<file path="src/rtl/irq_seq_pkg.sv">
package irq_seq_pkg;
   localparam int LVL_W = 2;
   localparam logic [LVL_W-1:0] LVL_TOP = 2'd3;

   typedef enum logic [2:0] {
      ST_RUN,
      ST_CTL1,
      ST_CTL2,
      ST_VEC0,
      ST_VEC1
   } seq_state_e;

   function automatic logic [LVL_W-1:0] lvl_max(input logic [LVL_W-1:0] a,
                                                 input logic [LVL_W-1:0] b);
      return (a > b) ? a : b;
   endfunction
endpackage

</file>
<file path="src/rtl/irq_pend.sv">
module irq_pend #(
   parameter int NSRC = 8
) (
   input  logic            clk,
   input  logic            rst_n,
   input  logic [NSRC-1:0] req,
   input  logic [NSRC-1:0] clr,
   output logic [NSRC-1:0] pend
);
   for (genvar g = 0; g < NSRC; g++) begin : g_bit
      always_ff @(posedge clk or negedge rst_n) begin
         if (!rst_n) pend[g] <= 1'b0;
         else        pend[g] <= (pend[g] & ~clr[g]) | req[g];
      end
   end
endmodule

</file>
<file path="src/rtl/irq_pick.sv">
module irq_pick
   import irq_seq_pkg::*;
#(
   parameter int              NSRC   = 8,
   parameter logic [NSRC-1:0] BYPASS = '0,
   localparam int             IDX_W  = $clog2(NSRC)
) (
   input  logic [NSRC-1:0]       pend,
   input  logic [LVL_W*NSRC-1:0] lvl,
   input  logic [LVL_W-1:0]      mask,
   output logic                  any,
   output logic [IDX_W-1:0]      idx,
   output logic [LVL_W-1:0]      lvl_sel
);
   logic [NSRC-1:0] elig;

   for (genvar g = 0; g < NSRC; g++) begin : g_elig
      if (BYPASS[g]) begin : g_free
         assign elig[g] = pend[g];
      end else begin : g_masked
         assign elig[g] = pend[g] &&
                          ((lvl[LVL_W*g +: LVL_W] > mask) ||
                           (lvl[LVL_W*g +: LVL_W] == LVL_TOP));
      end
   end

   always_comb begin
      any     = 1'b0;
      idx     = '0;
      lvl_sel = '0;
      for (int i = NSRC - 1; i >= 0; i--) begin
         if (elig[i] && (!any || lvl[LVL_W*i +: LVL_W] >= lvl_sel)) begin
            any     = 1'b1;
            idx     = IDX_W'(i);
            lvl_sel = lvl[LVL_W*i +: LVL_W];
         end
      end
   end
endmodule

</file>
<file path="src/rtl/irq_frame_stack.sv">
module irq_frame_stack #(
   parameter int W     = 24,
   parameter int DEPTH = 8,
   localparam int CW   = $clog2(DEPTH + 1),
   localparam int PW   = (DEPTH > 1) ? $clog2(DEPTH) : 1
) (
   input  logic         clk,
   input  logic         rst_n,
   input  logic         push,
   input  logic         pop,
   input  logic [W-1:0] din,
   output logic [W-1:0] dout,
   output logic         empty,
   output logic         err
);
   logic [W-1:0]  slot [DEPTH];
   logic [CW-1:0] cnt;
   logic          full;

   assign full  = (cnt == CW'(DEPTH));
   assign empty = (cnt == '0);
   assign dout  = slot[PW'(cnt - CW'(1))];

   for (genvar g = 0; g < DEPTH; g++) begin : g_slot
      always_ff @(posedge clk) begin
         if (push && cnt == CW'(g)) slot[g] <= din;
      end
   end

   always_ff @(posedge clk or negedge rst_n) begin
      if (!rst_n) begin
         cnt <= '0;
         err <= 1'b0;
      end else begin
         if (push && !full)       cnt <= cnt + CW'(1);
         else if (pop && !empty)  cnt <= cnt - CW'(1);
         if ((push && full) || (pop && empty)) err <= 1'b1;
      end
   end
endmodule

</file>
<file path="src/rtl/irq_seq_ctl.sv">
module irq_seq_ctl
   import irq_seq_pkg::*;
#(
   parameter int              NSRC     = 8,
   parameter int              AW       = 16,
   parameter int              SRW      = 8,
   parameter int              DEPTH    = 8,
   parameter int              SPACING  = 4,
   parameter logic [NSRC-1:0] BYPASS   = 8'h07,
   parameter logic [AW-1:0]   RESET_PC = '0
) (
   input  logic                  clk,
   input  logic                  rst_n,
   input  logic [NSRC-1:0]       irq_req,
   input  logic [LVL_W*NSRC-1:0] irq_lvl,
   input  logic [AW-1:0]         vec_base,
   input  logic                  rep_hold,
   input  logic                  rti_exec,
   input  logic                  fetch_is_jsr,
   input  logic [AW-1:0]         fetch_target,
   output logic                  fetch_en,
   output logic [AW-1:0]         fetch_addr,
   output logic                  fetch_vec,
   output logic [NSRC-1:0]       irq_ack,
   output logic [SRW-1:0]        sr_out,
   output logic                  stk_err
);
   localparam int IDX_W = $clog2(NSRC);
   localparam int GW    = $clog2(SPACING + 1);
   localparam int FW    = AW + SRW;

   if (NSRC < 2)              begin : g_chk_nsrc  $error("NSRC must be at least 2"); end
   if (SRW < LVL_W)           begin : g_chk_srw   $error("SRW must hold the mask bits"); end
   if (DEPTH < 1)             begin : g_chk_depth $error("DEPTH must be at least 1"); end
   if (SPACING < 1)           begin : g_chk_space $error("SPACING must be at least 1"); end
   if (AW < IDX_W + 2)        begin : g_chk_aw    $error("AW too narrow for vector slots"); end

   seq_state_e        state;
   logic [AW-1:0]     pc;
   logic [SRW-1:0]    sr;
   logic [IDX_W-1:0]  cur_idx;
   logic [LVL_W-1:0]  cur_lvl;
   logic [GW-1:0]     gap_cnt;

   logic [NSRC-1:0]   pend;
   logic              pick_any;
   logic [IDX_W-1:0]  pick_idx;
   logic [LVL_W-1:0]  pick_lvl;

   logic              adv, in_vec, gap_ok, accept, long_go, rti_go, pop_ok;
   logic              stk_empty;
   logic [FW-1:0]     frame_top;
   logic [AW-1:0]     vec_addr;

   irq_pend #(.NSRC(NSRC)) u_pend (
      .clk (clk),
      .rst_n (rst_n),
      .req (irq_req),
      .clr (irq_ack),
      .pend (pend)
   );

   irq_pick #(.NSRC(NSRC), .BYPASS(BYPASS)) u_pick (
      .pend (pend),
      .lvl (irq_lvl),
      .mask (sr[LVL_W-1:0]),
      .any (pick_any),
      .idx (pick_idx),
      .lvl_sel (pick_lvl)
   );

   irq_frame_stack #(.W(FW), .DEPTH(DEPTH)) u_stack (
      .clk (clk),
      .rst_n (rst_n),
      .push (long_go),
      .pop (rti_go),
      .din ({pc, sr}),
      .dout (frame_top),
      .empty (stk_empty),
      .err (stk_err)
   );

   assign adv     = !rep_hold;
   assign in_vec  = (state == ST_VEC0) || (state == ST_VEC1);
   assign gap_ok  = (32'(gap_cnt) + 3) >= SPACING;
   assign accept  = (state == ST_RUN) && adv && pick_any && gap_ok;
   assign long_go = adv && in_vec && fetch_is_jsr;
   assign rti_go  = rti_exec && !long_go;
   assign pop_ok  = rti_go && !stk_empty;

   assign vec_addr   = vec_base + AW'({cur_idx, 1'b0}) + AW'(state == ST_VEC1);
   assign fetch_en   = adv;
   assign fetch_vec  = adv && in_vec;
   assign fetch_addr = in_vec ? vec_addr : pc;
   assign sr_out     = sr;

   always_comb begin
      irq_ack = '0;
      if (adv && state == ST_VEC0) irq_ack[cur_idx] = 1'b1;
   end

   always_ff @(posedge clk or negedge rst_n) begin
      if (!rst_n) begin
         state   <= ST_RUN;
         cur_idx <= '0;
         cur_lvl <= '0;
      end else if (adv) begin
         unique case (state)
            ST_RUN: if (accept) begin
               state   <= ST_CTL1;
               cur_idx <= pick_idx;
               cur_lvl <= pick_lvl;
            end
            ST_CTL1: state <= ST_CTL2;
            ST_CTL2: state <= ST_VEC0;
            ST_VEC0: state <= fetch_is_jsr ? ST_RUN : ST_VEC1;
            ST_VEC1: state <= ST_RUN;
            default: state <= ST_RUN;
         endcase
      end
   end

   always_ff @(posedge clk or negedge rst_n) begin
      if (!rst_n) begin
         pc <= RESET_PC;
         sr <= '0;
      end else if (long_go) begin
         pc               <= fetch_target;
         sr[LVL_W-1:0]    <= lvl_max(sr[LVL_W-1:0], cur_lvl);
      end else if (pop_ok) begin
         pc <= frame_top[FW-1:SRW];
         sr <= frame_top[SRW-1:0];
      end else if (adv && !in_vec) begin
         pc <= pc + AW'(1);
      end
   end

   always_ff @(posedge clk or negedge rst_n) begin
      if (!rst_n) begin
         gap_cnt <= GW'(SPACING);
      end else if (adv) begin
         if (state == ST_VEC0)              gap_cnt <= '0;
         else if (32'(gap_cnt) < SPACING)   gap_cnt <= gap_cnt + GW'(1);
      end
   end
endmodule

</file>
<file path="config.mk">
export PLATFORM = sky130hd
export DESIGN_NAME = irq_seq_ctl
export DESIGN_NICKNAME = d
export VERILOG_FILES = /design/src/rtl/irq_seq_pkg.sv /design/src/rtl/irq_pend.sv /design/src/rtl/irq_pick.sv /design/src/rtl/irq_frame_stack.sv /design/src/rtl/irq_seq_ctl.sv
export SDC_FILE = /design/constraint.sdc
export NUM_CORES = 1
export LEC_CHECK = 0
export BUFFER_PORTS_ARGS = -buffer_cell sky130_fd_sc_hd__buf_4
export CORE_ASPECT_RATIO = 0.7
export CORE_MARGIN = 3
export CORE_UTILIZATION = 37
export DETAILED_ROUTE_END_ITERATION = 8
export SYNTH_ARGS = -nofsm -noshare
export SYNTH_HDL_FRONTEND = slang
export SYNTH_SLANG_ARGS = --single-unit
</file>
<file path="constraint.sdc">
create_clock -name clk -period 29.1 [get_ports clk]
set_input_delay 5.82 -clock clk [delete_from_list [all_inputs] [get_ports clk]]
set_output_delay 5.82 -clock clk [all_outputs]
set_load 0.01 [all_outputs]
</file>
## Word level (Yosys, flattened, before mapping)

Memory sizes are Yosys's and may differ from the RTL's.
Cells that the tools add are included.

- Register bits after elaboration: 48
- Memory bits (writable): 192
- Output and inout bits: 35
- Memories kept: 1

Memory list:

| name | words | width | rd ports | clocked after Yosys merged registers in | wr ports | line | text |
|---|---|---|---|---|---|---|---|
| u_stack.slot | 8 | 24 | 1 | 0 | 1 | irq_frame_stack.sv:16 | `logic [W-1:0] slot [DEPTH];` |

- Add/sub/neg operators: 7
- Order comparisons: 17
- Equal/unequal tests: 19
- Multiplexer cells: 78
- Bitwise gates (word level): 26
- Reduce and logical (&&, ||, !) cells: 77

Operators by type and width:

| cell | count |
|---|---|
| 2-to-1 mux 24 bit | 7 |
| OR reduction 24 bit | 7 |
| 2-to-1 mux 16 bit | 4 |
| 2-to-1 mux 3 bit | 19 |
| logical AND 1 bit | 33 |
| 2-to-1 mux 1 bit | 32 |
| 2-to-1 mux 2 bit | 11 |
| adder 16 x 1 -> 16 bit | 1 |
| adder 16 x 1 -> 16 bit, second input constant | 1 |
| adder 16 x 4 -> 16 bit | 1 |
| == test 4 x 3 -> 1 bit, second input constant | 4 |
| >= comparator 2 bit | 7 |
| logical OR 1 bit | 14 |
| greater-than comparator 2 bit | 6 |
| logical NOT 1 bit | 12 |
| one-hot mux 3 bit (4 select lines) | 1 |
| == test 2 bit, second input constant | 5 |
| NOT 1 bit | 10 |
| bitwise AND 1 bit | 8 |
| == test 4 x 2 -> 1 bit, second input constant | 2 |
| 2-to-1 mux 4 bit | 2 |
| 2-to-1 mux 8 bit | 1 |
| bitwise OR 1 bit | 8 |
| AND reduction 2 bit | 4 |
| other kinds (20) | 24 |

## Depth between registers and ports, before layout

Gate-level depths: netlist of run 1.

- Word-level depth: 36
- Gate-level depth with buffers: 47
- Depth with buffers taken out: 47

## Hierarchy

Synthesis of run 1 repeated with hierarchy kept, for this count alone.

- Cell total of the unflattened synthesis: 832
- Area, all modules: 11965.2 µm²

By module, submodules not included:

| module | instances | cells each | area each (µm²) |
|---|---|---|---|
| irq_frame_stack | 1 | 334 | 7833.8 |
| irq_seq_ctl | 1 | 341 | 2766.4 |
| irq_pick | 1 | 133 | 1074.8 |
| irq_pend | 1 | 24 | 290.3 |

## Worst setup path after synthesis of run 1

Ideal clock, no wire load.

- Kind: input to register
- Start: in irq_lvl[15]
- End: reg cur_lvl[1]
- Arrival: 14.576 ns
- Required time: 29.018 ns
- Path slack: 14.441 ns
- Stages: 45
- Path buffers: 0
- Cell sequence: ha_1 nor2b_4 o211ai_4 a21o_2 inv_1 ha_1 nand2b_1 a21o_1 a21boi_0 o32ai_1 ha_1 nand2b_1 a21oi_1 o21ai_1 a221o_1 o21ai_0 ha_1 a21oi_1 [... 9 more ...] ha_1 nand2b_1 a21oi_1 nor2b_1 a31oi_1 mux2_2 ha_1 nand2b_1 a21o_1 a22oi_1 nand3_1 o22a_1 ha_1 nand2b_1 a21oi_1 a21oi_1 a221o_1 a22oi_2

- Longest elaborated chain between the ends: 35
- Elaborated cells between the ends (all ways): 51
- Classes of those cells: order compare (8); eq/ne (1); mux (16); reduce/logical (26)

Ends and longest elaborated chain:

| what | line | text |
|---|---|---|
| start: declaration | irq_seq_ctl.sv:15 | `input logic [LVL_W*NSRC-1:0] irq_lvl,` |
| greater-than comparator 2 bit / == test 2 bit (equally long branches) | irq_pick.sv:22, irq_pick.sv:23 |  |
| logical OR 1 bit | irq_pick.sv:22 | `((lvl[LVL_W*g +: LVL_W] > mask) \|\|` |
| logical AND 1 bit | irq_pick.sv:21 | `assign elig[g] = pend[g] &&` |
| 2-to-1 mux 2 bit / 2-to-1 mux 1 bit (equally long branches) | irq_pick.sv:32 | `if (elig[i] && (!any \|\| lvl[LVL_W*i +: LVL_W] >= lvl_sel)) begin` |
| >= comparator 2 bit / logical NOT 1 bit (equally long branches) | irq_pick.sv:32 |  |
| logical OR 1 bit | irq_pick.sv:32 |  |
| logical AND 1 bit | irq_pick.sv:32 |  |
| 2-to-1 mux 2 bit / 2-to-1 mux 1 bit (equally long branches) | irq_pick.sv:32 |  |
| [... 18 more ...] | n/a |  |
| logical AND 1 bit | irq_pick.sv:32 |  |
| 2-to-1 mux 2 bit / 2-to-1 mux 1 bit (equally long branches) | irq_pick.sv:32 |  |
| >= comparator 2 bit / logical NOT 1 bit (equally long branches) | irq_pick.sv:32 |  |
| logical OR 1 bit | irq_pick.sv:32 |  |
| logical AND 1 bit | irq_pick.sv:32 |  |
| 2-to-1 mux 1 bit | irq_pick.sv:32 |  |
| logical AND 1 bit (2 in series) | irq_seq_ctl.sv:86 | `assign accept = (state == ST_RUN) && adv && pick_any && gap_ok;` |
| AND reduction 3 bit (no line) | n/a |  |
| end signal: assignment | irq_seq_ctl.sv:112 | `cur_lvl <= pick_lvl;` |
| end: declaration | irq_seq_ctl.sv:42 | `logic [LVL_W-1:0] cur_lvl;` |

Several ways; a longest one is shown, not always the timed one.
A chain may end at the register's enable or synchronous reset.

## Final worst setup path of run 1

- Start: in irq_lvl[15]
- End: reg cur_idx[1]

- Longest elaborated chain between the ends: 35
- Elaborated cells between the ends (all ways): 58
- Classes of those cells: order compare (8); eq/ne (1); mux (23); reduce/logical (26)

Ends and longest elaborated chain:

| what | line | text |
|---|---|---|
| greater-than comparator 2 bit / == test 2 bit (equally long branches) | irq_pick.sv:22, irq_pick.sv:23 |  |
| logical OR 1 bit | irq_pick.sv:22 |  |
| logical AND 1 bit | irq_pick.sv:21 |  |
| 2-to-1 mux 2 bit / 2-to-1 mux 1 bit (equally long branches) | irq_pick.sv:32 |  |
| >= comparator 2 bit / logical NOT 1 bit (equally long branches) | irq_pick.sv:32 |  |
| logical OR 1 bit | irq_pick.sv:32 |  |
| logical AND 1 bit | irq_pick.sv:32 |  |
| 2-to-1 mux 2 bit / 2-to-1 mux 1 bit (equally long branches) | irq_pick.sv:32 |  |
| [... 18 more ...] | n/a |  |
| logical AND 1 bit | irq_pick.sv:32 |  |
| 2-to-1 mux 2 bit / 2-to-1 mux 1 bit (equally long branches) | irq_pick.sv:32 |  |
| >= comparator 2 bit / logical NOT 1 bit (equally long branches) | irq_pick.sv:32 |  |
| logical OR 1 bit | irq_pick.sv:32 |  |
| logical AND 1 bit | irq_pick.sv:32 |  |
| 2-to-1 mux 1 bit | irq_pick.sv:32 |  |
| logical AND 1 bit (2 in series) | irq_seq_ctl.sv:86 |  |
| AND reduction 3 bit (no line) | n/a |  |
| end signal: assignment | irq_seq_ctl.sv:111 | `cur_idx <= pick_idx;` |
| end: declaration | irq_seq_ctl.sv:41 | `logic [IDX_W-1:0] cur_idx;` |

Several ways; a longest one is shown, not always the timed one.

==> results by group, run 1 <==
Synthesis
  – Main combinational cell family by area after synthesis: multiplexers
  – Post-synthesis compound-gate area fraction: 9.755%
  – Share of the synthesized area in the top cell type: 50.11%
  – Commonest cells in the netlist: edfxtp_1, nand2_1, nor2_1, mux4_2, dfrtp_1
  – Post-synthesis sequential area ratio: 60.57%
  – Number of enable flip-flop cells after synthesis: 192
  – Syn avg cell area: 13.81 um^2
  – Mapped Area: 11500 um^2
  – Syn Nets: 932
  – Adder-cell share of the synthesized area: 4.198%
  – Yosys reg bits: 240
  – Area leader, netlist: edfxtp_1
  – Post-synthesis mux area share: 11.62%
  – Most frequent cell after synthesis: edfxtp_1
  – Synth Area in Simple Gates: 9.375%
  – Synth top area cells: edfxtp_1, dfrtp_1, mux4_2
  – Ys async rst share: 20.00%
  – Library cells used by synthesis: 68
  – Cells after synthesis: 833
  – Yosys warnings: 0
  – Prevailing post-synth register cell: edfxtp_1
  – XOR/XNOR share of the synthesized area: 2.208%

Power and ir drop
  – Power, Total: 1.483 mW
  – Leak pwr: 5.041 nW
  – Power Dens Cells: 109.2 nW/um^2
  – Maximum VDD drop: 0.05592 mV

Timing
  – Final setup viols: 0
  – F_max: 0.06411 GHz
  – Fin crit share: 53.60%
  – Final setup TNS: 0 ns
  – Min Clock Period, post-route: 15.60 ns
  – Worst Tran Pin Value: 1.185 ns
  – Max-slew headroom: 20.97%
  – Unrepaired setup endpoints after global routing: no
  – Max Clock Skew: 0.01408 ns
  – Max-slew violations: 0
  – Final worst slack: 13.50 ns
  – Hold Fails Final Rpt: 0

Placement
  – Post-detail-place hpwl: 17610 um
  – IO Port Bufs: 95
  – Pre-CTS setup slack: 13.12 ns
  – Placed inst area: 12730 um^2
  – GPL Wtd Cong: 0.8515
  – Placed Cells incl. Taps: 1321

Hold path
  – Worst Hold Class: reg -> reg

Floorplan
  – Die area: 33280 um^2
  – Site Rows: 53
  – I/O pin count: 96
  – DIE WIDTH: 216.8 um
  – Core Box Area: 30310 um^2
  – Die height: 153.5 um
  – Starting Density: 37.96%

Global route
  – Vias in the first global route: 7187
  – Remaining Overflow, GRT: 0
  – Initial antenna violation count: 0
  – First-pass GRT wire length: 42400 um
  – Total track usage: 16.33%
  – Largest net degree at the start of global routing: 49

Critical path
  – CP max stage cell: o21ai_0
  – Worst path max stage delay: 0.46 ns
  – Worst Path Max Fanout: 9
  – Crit-path most repeated cell: ha_1
  – WP data arrival: 16.02 ns
  – Worst setup EP type: register
  – Req. time, crit path: 29.52 ns
  – CP Launch Type: input pin
  – Crit path kind: in -> reg

Clock tree
  – CTS resizes: 0
  – Hold Buf Count CTS: 0
  – Clock root buffer: clkbuf_16
  – CTS clk-pin slew, worst paths: 0.06 ns
  – H-tree depth: 1
  – Post-CTS setup buffers: 0
  – CTS buffer count: 24
  – Clock network latency to the later pin of the worst-skew pair: 0.53 ns
  – TritonCTS clock tree: built
  – Bufs on Longest Clock Path: 3
  – CTS Sinks: 240

Detailed routing
  – Routed vias: 7168
  – DRT Pass-1 Iters: 5
  – Post-route ant nets: 0
  – DRT iter0 DRCs: 571
  – Via/cell ratio: 5.251
  – Final wirelength: 27040 um
  – DRC: 0
  – DR WL/cell: 19.81 um

Final layout
  – Antenna Cells: 0
  – Final Cell Area: 13570 um^2
  – Non-Filler Instances: 1365
  – Fin nets: 1034
  – Ratio of cells with drive above 1 in the final layout: 23.71%
  – Area growth, synth to finish: 17.99%

Job
  – Max-cap violations: 0

Status
  – Run status: completed
[per-layer routing]
metal | share of wire (%) | vias to the layer above | GRT usage [%] | wire length (um)
li1 | - | 3391 | - | -
met1 | 49 | 3562 | 24.85 | 13260
met2 | 44 | 182 | 24.71 | 11920
met3 | 5.1 | 33 | 2.706 | 1384
met4 | 1.7 | 0 | 3.624 | 473
met5 | 0 | - | 0 | 0
[stage by stage]
stage                     utilization (%)  hold WS (ns)
after floorplan                         -        0.4850
after detailed placement            41.99        0.4636
after CTS                           44.79        0.4799
after global routing                44.79        0.5086
after global placement              41.99        0.4469
final                               44.79        0.4765
[flip-flops by register name, indices dropped and copies added (netlist names)]
signal,cells
u_stack.cnt,4
u_stack.err,1
gap_cnt,3
u_stack.slot,192
state,3
sr_out,8
cur_lvl,2
cur_idx,3
u_pend.pend,8
pc,16
[cell type report]
cell class / instances / area, um^2
clock buffers: 31 / 668.1
clock inverters: 13 / 180.2
fillers: 2727 / 16730
inverters: 30 / 112.6
multi-input cells: 530 / 4308
flip-flops and latches: 240 / 6972
well taps: 412 / 515.5
repair buffers: 109 / 818.3
[logic make-up after synthesis]
group	Yosys count
AOI/OAI and AO/OA	170
xor gates and xnor gates	29
adders and majority gates	38
buffers and inverters	63
DFF	240
muxes	73
and+or+nand+nor	220
[path summary, 6_finish.rpt]
| path | slack, ns | to | startpoint | cells after the start |
|---|---|---|---|---|
| worst max-delay path | 13.50 | cur_idx[1] | irq_lvl[15] | 46 |
| worst min-delay path | 0.48 | u_stack.err | u_stack.err | 1 |
| worst max register to register | 18.06 | cur_idx[1] | sr_out[1] | 46 |
| worst min register to register | 0.48 | u_stack.err | u_stack.err | 1 |
| max in group asynchronous | 23.14 | u_stack.cnt[0] | rst_n | 1 |
| min in group asynchronous | 5.35 | u_pend.pend[3] | rst_n | 1 |
[placed cells by master, fill, tap and decap left out, drive strengths merged, types with 3 or more instances in the layout]
cell type / n
mux2i: 21
edfxtp: 192
mux4: 48
buf: 109
dfrtp: 47
o21a: 4
o31ai: 4
nor3: 9
and2: 9
a21oi: 45
a21o: 9
mux2: 4
bufinv: 4
xnor2: 18
o221ai: 3
nor4: 3
nor2b: 13
o21bai: 3
inv: 32
a211oi: 10
nor2: 57
nand3: 20
ha: 37
nand2b: 17
a22oi: 3
nand2: 74
xor2: 11
a22o: 3
clkbuf: 31
and3: 10
a31oi: 8
o21ai: 46
clkinv: 6
o211ai: 14
a32o: 3
[critical path: cells and delay by family]
family / cells / cell delay, ns
mux: 2 / 0.79
fa+ha+maj: 8 / 2.24
simple gates: 10 / 1.27
buf+inv: 2 / 0.17
compound gates: 24 / 5.72
[where the power goes]
part	leakage [nW]	switching [mW]	internal [mW]	total, mW
Clock	0.416	0.132	0.199	0.331
Sequential	2.26	0.0903	0.440	0.530
Combinational	2.36	0.323	0.298	0.621
Total	5.04	0.546	0.937	1.48
No activity file was read; power rests on OpenSTA's default activity.
==> inputs of run 2 (changes only) <==
--- a/config.mk
+++ b/config.mk
@@ -5,6 +5,7 @@
 export SDC_FILE = /design/constraint.sdc
 export NUM_CORES = 1
 export LEC_CHECK = 0
+export ABC_AREA = 1
 export BUFFER_PORTS_ARGS = -buffer_cell sky130_fd_sc_hd__buf_4
 export CORE_ASPECT_RATIO = 0.7
 export CORE_MARGIN = 3
==> constraint.sdc (replaced) <==
create_clock -name clk -period 13.8 [get_ports clk]
set_input_delay 2.76 -clock clk [delete_from_list [all_inputs] [get_ports clk]]
set_output_delay 2.76 -clock clk [all_outputs]
set_load 0.01 [all_outputs]
==> results by group, run 2 <==
Power and ir drop
  – Sw Share: 43.28%
  – Psw: 1.389 mW
  – Maximum VDD drop: 0.1529 mV
  – Leak pwr: 5.356 nW
  – Power Dens Cells: 237.3 nW/um^2
  – Power, Total: 3.209 mW
  – Cell internal pwr: 1.820 mW
  – Sequential power share: 33.8%
  – Combinational group share of total power: 46.4%
  – Clk pwr share: 19.8%

Timing
  – Max Clock Skew: 0.006168 ns
  – Final setup viols: 0
  – Fin crit share: 70.86%
  – Min Clock Period, post-route: 9.778 ns
  – Max-slew headroom: 38.11%
  – F_max: 0.1023 GHz
  – Max-slew violations: 0
  – Final worst slack: 4.022 ns
  – Hold Fails Final Rpt: 0
  – Worst Tran Pin Value: 0.9284 ns
  – Unrepaired setup endpoints after global routing: no
  – Final setup TNS: 0 ns

Floorplan
  – DIE WIDTH: 217.8 um
  – Site Rows: 53
  – Die area: 33590 um^2
  – Core Box Area: 30440 um^2
  – I/O pin count: 96
  – Starting Density: 38.17%
  – Die height: 154.3 um

Synthesis
  – Yosys reg bits: 240
  – Post-synthesis sequential area ratio: 59.98%
  – Yosys warnings: 0
  – Syn avg cell area: 10.22 um^2
  – Library cells used by synthesis: 52
  – Share of the synthesized area in the top cell type: 49.63%
  – Number of enable flip-flop cells after synthesis: 192
  – Syn Nets: 1236
  – Area leader, netlist: edfxtp_1
  – Prevailing post-synth register cell: edfxtp_1
  – Synth top area cells: edfxtp_1, dfrtp_1, nand2_1
  – Ys async rst share: 20.00%
  – Mapped Area: 11620 um^2
  – Cells after synthesis: 1137
  – Commonest cells in the netlist: edfxtp_1, nand2_1, nor2_1, o21ai_0, inv_1
  – Most frequent cell after synthesis: edfxtp_1

Global route
  – Initial antenna violation count: 0
  – Total track usage: 18.25%
  – Remaining Overflow, GRT: 0
  – Vias in the first global route: 8333
  – First-pass GRT wire length: 48140 um
  – Largest net degree at the start of global routing: 89

Detailed routing
  – Final wirelength: 30980 um
  – Post-route ant nets: 0
  – DRT iter0 DRCs: 674
  – DRT Pass-1 Iters: 5
  – Routed vias: 8673
  – DRC: 0
  – DR WL/cell: 18.74 um
  – Via/cell ratio: 5.247

Placement
  – GPL Wtd Cong: 0.8675
  – Post-detail-place hpwl: 18750 um
  – IO Port Bufs: 95
  – Pre-CTS setup slack: 3.608 ns

Clock tree
  – Bufs on Longest Clock Path: 3
  – TritonCTS clock tree: built
  – Clock network latency to the later pin of the worst-skew pair: 0.52 ns
  – H-tree depth: 1
  – CTS resizes: 0
  – Post-CTS setup buffers: 0
  – CTS clk-pin slew, worst paths: 0.06 ns
  – CTS buffer count: 24
  – Clock root buffer: clkbuf_16
  – Hold Buf Count CTS: 0
  – CTS Sinks: 240

Critical path
  – Worst path max stage delay: 0.28 ns
  – CP Launch Type: input pin
  – Worst setup EP type: register
  – Req. time, crit path: 14.24 ns
  – Crit-path most repeated cell: nand2_1
  – CP max stage cell: ha_1
  – Worst Path Max Fanout: 7
  – WP data arrival: 10.22 ns
  – Crit path kind: in -> reg

Final layout
  – Most flop-heavy register: u_stack.slot
  – Antenna Cells: 0
  – Most common cell after layout, fill and taps aside: edfxtp_1
  – Biggest regs: u_stack.slot: 192 flops, pc: 16 flops
  – Commonest cells after routing, fill and taps aside: edfxtp_1, nand2_1, nor2_1
  – Area growth, synth to finish: 16.39%
  – Fillers: 2867
  – Ratio of cells with drive above 1 in the final layout: 15.47%
  – Final core utilization: 44.42%
  – Number of flip-flops in the largest register: 192
  – Fin nets: 1322

Hold path
  – Worst Hold Class: reg -> reg

Job
  – Max-cap violations: 0

Status
  – Run status: completed
-- run 2: changes by cell type in the layout (fill, tap and decap cells not counted), sizes merged, moves of 48 or more --
| cell | change |
|---|---|
| inv | +67 |
| mux4 | -48 |
| nand2 | +122 |
| nor2 | +91 |
| o21ai | +87 |
| o22ai | +60 |
-- run 2: worst max-delay path, delay by kind of cell --
family | cells | cell delay, ns
simple gates | 37 | 3.63
fa+ha+maj | 8 | 2.15
compound gates | 9 | 1.19
buf+inv | 7 | 0.50
-- run 2: cell type report --
type	count	area [um^2]	share of cell area, %
inverter	99	376.6	2.785
sequential	240	6969	51.54
timing repair buffer	111	833.3	6.163
multi-input combinational	747	4065	30.06
tap	412	515.5	3.812
clock buffer	30	633.1	4.682
clock inverter	14	128.9	0.9531
-- run 2: worst paths after layout --
kind                                  start             end  slack [ns]  cells after the start
worst max-delay path            irq_lvl[15]      cur_idx[0]        4.02                     61
worst min-delay path            u_stack.err     u_stack.err        0.48                      1
worst max register to register    sr_out[1]      cur_idx[0]        5.50                     61
worst min register to register  u_stack.err     u_stack.err        0.48                      1
max in group asynchronous             rst_n  u_stack.cnt[0]       10.93                      1
min in group asynchronous             rst_n  u_pend.pend[3]        2.31                      1
-- run 2: cell families (layout without fill, tap and decap cells) --
logic type               count (synthesis)  in the layout  synth area share [%]
AO/OA/AOI/OAI                          275            275                 13.67
AND/OR/NAND/NOR                        412            412                 15.23
XOR/XNOR                                22             22                 1.659
buffers and inverters                  150            254                 5.310
adder cells (fa/ha/maj)                 38             38                 4.157
flip-flops                             240            240                 59.98
-- run 2: through the flow --
stage          instance area [um^2]  hold slack (ns)  std cells
2_1_floorplan                 11620           0.4690       1137
3_3_place_gp                  12760           0.4434       1609
3_5_place_dp                  12760           0.4578       1609
4_1_cts                       13520           0.4822       1653
5_1_grt                       13520           0.5152       1653
6_report                      13520           0.4795       1653
-- run 2: power groups by stage --
stage	clock network [mW]	registers [mW]	logic [mW]
after floorplan	0	1.04	1.04
after global placement	0	1.09	1.45
after detailed placement	0	1.10	1.47
after CTS	0.646	1.08	1.48
after global routing	0.677	1.10	1.68
final	0.635	1.08	1.49
-- run 2: layer usage --
| layer | vias to the layer above | routed length (um) | global-route usage [%] |
|---|---|---|---|
| met1 | 4151 | 15010 | 28.35 |
| met2 | 325 | 13020 | 27.05 |
| met4 | 3 | 450 | 2.824 |
| met5 | - | 54 | 1.159 |
| li1 | 4155 | - | - |
| met3 | 39 | 2448 | 3.280 |
